**config.mk**
```make
export PLATFORM = sky130hd
export DESIGN_NAME = pkt_tx_framer
export DESIGN_NICKNAME = d
export VERILOG_FILES = /design/src/rtl/pkt_tx_pkg.sv /design/src/rtl/pkt_tx_crc16.sv /design/src/rtl/pkt_tx_fieldmux.sv /design/src/rtl/pkt_tx_framer.sv
export SDC_FILE = /design/constraint.sdc
export NUM_CORES = 1
export LEC_CHECK = 0
export BUFFER_PORTS_ARGS = -buffer_cell sky130_fd_sc_hd__buf_2
export CORE_MARGIN = 2
export CORE_UTILIZATION = 43
export CTS_BUF_LIST = sky130_fd_sc_hd__clkbuf_16
export DETAILED_ROUTE_END_ITERATION = 10
export PLACE_DENSITY_LB_ADDON = 0.05
export SYNTH_ARGS = -nofsm -noshare
export SYNTH_HDL_FRONTEND = slang
export SYNTH_HIERARCHICAL = 1
export SYNTH_SLANG_ARGS = --single-unit
```
**constraint.sdc**
```tcl
create_clock -name clk -period 4.18 [get_ports clk]
set_input_delay 0.836 -clock clk [delete_from_list [all_inputs] [get_ports clk]]
set_output_delay 0.836 -clock clk [all_outputs]
set_load 0.005 [all_outputs]
```
**src/rtl/pkt_tx_pkg.sv**
```systemverilog
`timescale 1ns/1ps
package pkt_tx_pkg;
  // Packet sections in transmit order; the encoding order is the send order.
  typedef enum logic [2:0] {
    F_IDLE = 3'd0,
    F_PRE  = 3'd1,
    F_SYNC = 3'd2,
    F_TRL  = 3'd3,
    F_HDR  = 3'd4,
    F_LEN  = 3'd5,
    F_PAY  = 3'd6,
    F_CRC  = 3'd7
  } fld_e;
endpackage

```
**src/rtl/pkt_tx_crc16.sv**
```systemverilog
`timescale 1ns/1ps
// One serial step of a 16-bit checksum with two selectable polynomials.
module pkt_tx_crc16 #(
  parameter int          CRC_W = 16,
  parameter logic [15:0] POLY0 = 16'h1021,
  parameter logic [15:0] POLY1 = 16'h8005
) (
  input  logic [CRC_W-1:0] crc_q,
  input  logic             din,
  input  logic             fmt,
  output logic [CRC_W-1:0] crc_d
);
  logic             fb;
  logic [CRC_W-1:0] poly;

  assign fb    = crc_q[CRC_W-1] ^ din;
  assign poly  = fmt ? CRC_W'(POLY1) : CRC_W'(POLY0);
  assign crc_d = {crc_q[CRC_W-2:0], 1'b0} ^ (fb ? poly : '0);
endmodule

```
**src/rtl/pkt_tx_fieldmux.sv**
```systemverilog
`timescale 1ns/1ps
// Picks the bit for the current section and the start count of the next one.
module pkt_tx_fieldmux
  import pkt_tx_pkg::*;
#(
  parameter int LEN_W = 8,
  parameter int CNT_W = 11
) (
  input  fld_e             fld,
  input  fld_e             nxt,
  input  logic [5:0]       cnt_lo,
  input  logic [63:0]      cfg_sync,
  input  logic [1:0]       cfg_sync_sel,
  input  logic [1:0]       cfg_pid,
  input  logic [5:0]       cfg_addr_lo,
  input  logic             cfg_addr_ext,
  input  logic [7:0]       cfg_addr_hi,
  input  logic [LEN_W-1:0] cfg_pay_len,
  input  logic             fifo_msb,
  input  logic [7:0]       pay_byte,
  input  logic             crc_top,
  output logic             cur_bit,
  output logic [CNT_W-1:0] nxt_cnt
);
  localparam int LI = $clog2(LEN_W);

  logic        sync_top;
  logic [15:0] hdr_word;

  always_comb begin
    case (cfg_sync_sel)
      2'd0:    sync_top = cfg_sync[31];
      2'd1:    sync_top = cfg_sync[47];
      default: sync_top = cfg_sync[63];
    endcase
  end

  assign hdr_word = cfg_addr_ext ? {cfg_pid, cfg_addr_lo, cfg_addr_hi}
                                 : {8'h00, cfg_pid, cfg_addr_lo};

  // Counters run down to 0, so an odd count marks an even bit position.
  always_comb begin
    case (fld)
      F_PRE:   cur_bit = sync_top ^ cnt_lo[0];
      F_SYNC:  cur_bit = cfg_sync[cnt_lo];
      F_TRL:   cur_bit = cfg_sync[0] ^ cnt_lo[0];
      F_HDR:   cur_bit = hdr_word[cnt_lo[3:0]];
      F_LEN:   cur_bit = cfg_pay_len[cnt_lo[LI-1:0]];
      F_PAY:   cur_bit = (cnt_lo[2:0] == 3'd7) ? fifo_msb : pay_byte[cnt_lo[2:0]];
      F_CRC:   cur_bit = crc_top;
      default: cur_bit = 1'b0;
    endcase
  end

  always_comb begin
    case (nxt)
      F_SYNC:  nxt_cnt = (cfg_sync_sel == 2'd0) ? CNT_W'(31) :
                         (cfg_sync_sel == 2'd1) ? CNT_W'(47) : CNT_W'(63);
      F_TRL:   nxt_cnt = CNT_W'(3);
      F_HDR:   nxt_cnt = cfg_addr_ext ? CNT_W'(15) : CNT_W'(7);
      F_LEN:   nxt_cnt = CNT_W'(LEN_W - 1);
      F_PAY:   nxt_cnt = CNT_W'({cfg_pay_len - LEN_W'(1), 3'b111});
      F_CRC:   nxt_cnt = CNT_W'(15);
      default: nxt_cnt = '0;
    endcase
  end
endmodule

```
**src/rtl/pkt_tx_framer.sv**
```systemverilog
`timescale 1ns/1ps
module pkt_tx_framer
  import pkt_tx_pkg::*;
#(
  parameter int          PRE_W     = 8,
  parameter int          LEN_W     = 8,
  parameter logic [15:0] CRC_POLY0 = 16'h1021,
  parameter logic [15:0] CRC_POLY1 = 16'h8005
) (
  input  logic             clk,
  input  logic             rst,
  input  logic             start,
  input  logic [PRE_W-1:0] cfg_pre_len,
  input  logic [63:0]      cfg_sync,
  input  logic [1:0]       cfg_sync_sel,
  input  logic             cfg_hdr_en,
  input  logic [1:0]       cfg_pid,
  input  logic [5:0]       cfg_addr_lo,
  input  logic             cfg_addr_ext,
  input  logic [7:0]       cfg_addr_hi,
  input  logic             cfg_len_en,
  input  logic [LEN_W-1:0] cfg_pay_len,
  input  logic             cfg_crc_en,
  input  logic             cfg_crc_fmt,
  input  logic [7:0]       fifo_data,
  input  logic             fifo_empty,
  output logic             fifo_pop,
  output logic             bit_data,
  output logic             bit_valid,
  input  logic             bit_ready,
  output logic             busy,
  output logic             done,
  output logic             underflow
);
  localparam int CNT_W = ((PRE_W > LEN_W) ? PRE_W : LEN_W) + 3;
  localparam int CRC_W = 16;

  fld_e             fld, nxt;
  logic [CNT_W-1:0] cnt, nxt_cnt;
  logic [7:0]       pay_byte;
  logic [CRC_W-1:0] crc, crc_step;
  logic             out_valid, out_bit, out_last, done_q, uflow_q;
  logic [7:0]       want;
  logic             slot_free, need_byte, load, covered, cur_bit;

  // Which sections this packet contains, indexed by section code.
  always_comb begin
    want         = '0;
    want[F_PRE]  = 1'b1;
    want[F_SYNC] = 1'b1;
    want[F_TRL]  = 1'b1;
    want[F_HDR]  = cfg_hdr_en;
    want[F_LEN]  = cfg_len_en;
    want[F_PAY]  = (cfg_pay_len != '0);
    want[F_CRC]  = cfg_crc_en;
  end

  // First wanted section after the current one; IDLE when none remains.
  always_comb begin
    nxt = F_IDLE;
    for (int k = 7; k >= 1; k--) begin
      if (k > int'(fld) && want[k]) nxt = fld_e'(3'(k));
    end
  end

  assign slot_free = !out_valid || bit_ready;
  assign need_byte = (fld == F_PAY) && (cnt[2:0] == 3'd7);
  assign load      = (fld != F_IDLE) && slot_free && !(need_byte && fifo_empty);
  assign covered   = (fld == F_HDR) || (fld == F_LEN) || (fld == F_PAY);

  pkt_tx_fieldmux #(.LEN_W(LEN_W), .CNT_W(CNT_W)) u_mux (
    .fld          (fld),
    .nxt          (nxt),
    .cnt_lo       (cnt[5:0]),
    .cfg_sync     (cfg_sync),
    .cfg_sync_sel (cfg_sync_sel),
    .cfg_pid      (cfg_pid),
    .cfg_addr_lo  (cfg_addr_lo),
    .cfg_addr_ext (cfg_addr_ext),
    .cfg_addr_hi  (cfg_addr_hi),
    .cfg_pay_len  (cfg_pay_len),
    .fifo_msb     (fifo_data[7]),
    .pay_byte     (pay_byte),
    .crc_top      (crc[CRC_W-1]),
    .cur_bit      (cur_bit),
    .nxt_cnt      (nxt_cnt)
  );

  pkt_tx_crc16 #(.CRC_W(CRC_W), .POLY0(CRC_POLY0), .POLY1(CRC_POLY1)) u_crc (
    .crc_q (crc),
    .din   (cur_bit),
    .fmt   (cfg_crc_fmt),
    .crc_d (crc_step)
  );

  always_ff @(posedge clk) begin
    if (rst) begin
      fld       <= F_IDLE;
      cnt       <= '0;
      pay_byte  <= '0;
      crc       <= '1;
      out_valid <= 1'b0;
      out_bit   <= 1'b0;
      out_last  <= 1'b0;
      done_q    <= 1'b0;
      uflow_q   <= 1'b0;
    end else begin
      done_q <= out_valid && bit_ready && out_last;
      if (start && !busy) begin
        fld     <= F_PRE;
        cnt     <= CNT_W'({cfg_pre_len, 3'b111});
        crc     <= '1;
        uflow_q <= 1'b0;
      end else begin
        if (load) begin
          out_valid <= 1'b1;
          out_bit   <= cur_bit;
          out_last  <= (cnt == '0) && (nxt == F_IDLE);
          if (need_byte) pay_byte <= fifo_data;
          // The checksum advances when a bit is committed, so the first
          // checksum bit already includes the payload bit ahead of it.
          if (fld == F_CRC)  crc <= {crc[CRC_W-2:0], 1'b0};
          else if (covered)  crc <= crc_step;
          if (cnt == '0) begin
            fld <= nxt;
            cnt <= nxt_cnt;
          end else begin
            cnt <= cnt - 1'b1;
          end
        end else if (bit_ready) begin
          out_valid <= 1'b0;
        end
        if (need_byte && fifo_empty && slot_free) uflow_q <= 1'b1;
      end
    end
  end

  assign fifo_pop  = load && need_byte;
  assign bit_data  = out_bit;
  assign bit_valid = out_valid;
  assign busy      = (fld != F_IDLE) || out_valid;
  assign done      = done_q;
  assign underflow = uflow_q;
endmodule

```
==> run metrics <==
outcome finished clean; hold crit path type register to register; # diodes 0; top library cells by usage in the layout, fill and taps aside sky130_fd_sc_hd__buf_2, sky130_fd_sc_hd__dfxtp_1, sky130_fd_sc_hd__nand2_1; I/O pins 122; number of warnings reported in the yosys synthesis log 6; clock transition at the registers of the reported paths 0.06 ns; global routing usage summed across all routing layers 23.37%; Vias 3450; post-cts hold buffer count 0; crit path DAT 3.54 ns; sort of element at the start of the critical path register; ordered list of cells on the worst path mux4_1 -> o211ai_1 -> a211oi_1 -> nor4_1 -> nand4_1 -> xor2_1 -> and2b_2 -> xor2_1 -> mux2i_1 -> o211ai_1; overflow left after global routing 0; final period utilization 79.67%; worst clock skew on the final layout 0.007063 ns; total of buffers placed on input and output ports 121; Crit Path Max Fanout 17; Worst path slowest cell sky130_fd_sc_hd__dfxtp_1; FMAX 300.3 MHz; actual slew at the worst max-slew pin 0.9536 ns; Total Routed Length 10190 um; first-pass GRT wire length 16300 um; Power Density 398.1 nW/um2; Final ANT Viol Nets 0; most common library cell in the layout ignoring fill and taps sky130_fd_sc_hd__buf_2; number of buffers inserted to repair setup after CTS 0; standard-cell rows 33; final critical path time including I/O delays and setup 3.330 ns; full die area 8995 um2; Vias/cell 5.818; total internal power 1.073 mW; average wire per cell in the routed design 17.19 um; Core ar. 8093 um2; starting density of the core 43.85%; antenna violations before repair 0; final layout net count 606; first-pass iteration count of the detailed router 4; layout cells sized above 1 32.58%; Setup-failing EPs final 0; Sw Share 36.78%; CTS tree done; static leakage power 2.004 nW; RSZ-0062 raised after global routing false; Post-CTS Resized 0; detailed router's first-iteration violation count 143; Post-Synthesis Cells 392; nets in the synthesized netlist 511; CTS root buf sky130_fd_sc_hd__clkbuf_16; Setup TNS 0 ns; clock latency on the worst-skew pair 0.29 ns; vias in the first global route 3335; minimum setup slack after placement 0.7744 ns; number of violations of the max-capacitance limit 0; net switching power 624.0 uW; Rel. slew slack 35.90%; floorplan die width 94.84 um; Final Hold Viols 0; area delta synth->final 20.10%; maximum number of buffers from clock root to sink 2; kind of end point of the critical path register; largest stage delay on the critical path 0.83 ns; number of CTS-inserted buffers 5; post-layout power 1.697 mW; combined area of all synthesized cells 3548 um2; die outline height 94.84 um; final critical-path setup slack 0.8498 ns; max-slew violation count 0; utilization of the core after routing 52.66%; portion of total power attributed to combinational logic 42.0%; maximum number of pins on one net before global-route repair 32; register share of total power 31.7%; share of power burned in the clock network 26.3%; kind of critical path register to register; syn avg cell area 9.052 um2; remaining routing DRC violations 0; gp weighted congestion 0.8485; Crit path required time 4.39 ns; H-tree lvl count 2; highest ir drop seen on vdd 0.0001932 V; half-perimeter wire length after placement 7707 um; TritonCTS sink count 42
-- metrics by stage --
stage / cells / hold slack, ns / area [um2]
5_1_grt: 593 / 0.4877 / 4262
2_1_floorplan: 392 / 0.4527 / 3548
3_5_place_dp: 585 / 0.4471 / 4099
4_1_cts: 593 / 0.4554 / 4262
6_report: 593 / 0.4492 / 4262
3_3_place_gp: 585 / 0.4443 / 4099
-- critical path, delay by kind of cell, from the launching register on --
family                    cells  cell delay, ns
AOI/OAI and AO/OA             3            0.48
and+or+nand+nor               3            0.77
xor gates and xnor gates      2            0.44
muxes                         2            0.73
DFF                           1            0.83
-- layer usage --
| layer | part of all wire (%) | vias to the layer above | global-route usage [%] |
|---|---|---|---|
| met3 | 5.6 | 16 | 4.389 |
| li1 | - | 1668 | - |
| met4 | 1.9 | 0 | 7.488 |
| met2 | 49 | 91 | 40.37 |
| met5 | 0 | - | 0 |
| met1 | 44 | 1675 | 29.35 |
-- state kept, by name (all words and copies together), names as in the netlist --
name	cells
bit_data	1
bit_valid	1
cnt	11
crc	16
done	1
fld	3
out_last	1
pay_byte	7
underflow	1
-- final timing paths --
kind / start / to / slack [ns] / cells after the start
worst max-delay path: cnt[0]$_SDFFE_PP0P_ / crc[12]$_SDFFE_PP1P_ / 0.85 / 10
worst min-delay path: bit_data$_SDFFE_PP0P_ / bit_data$_SDFFE_PP0P_ / 0.45 / 2
worst max register to register: cnt[0]$_SDFFE_PP0P_ / crc[12]$_SDFFE_PP1P_ / 0.85 / 10
worst min register to register: bit_data$_SDFFE_PP0P_ / bit_data$_SDFFE_PP0P_ / 0.45 / 2
-- layout make-up --
class	count	area, um2
clock buffers	5	125.1
clock inverters	3	37.54
fillers	827	3831
inverters	12	45.04
multi-input cells	299	2431
flip-flops and latches	42	840.8
well taps	105	131.4
repair buffers	127	650.6
-- power groups by stage --
stage                     sequential (mW)  combinational (mW)  clock [mW]
after global routing                0.548               0.788       0.471
after detailed placement            0.547               0.710           0
after global placement              0.545               0.703           0
after floorplan                     0.485               0.593           0
after CTS                           0.538               0.714       0.457
final                               0.537               0.713       0.446
Power figures use the tool's default switching activity.
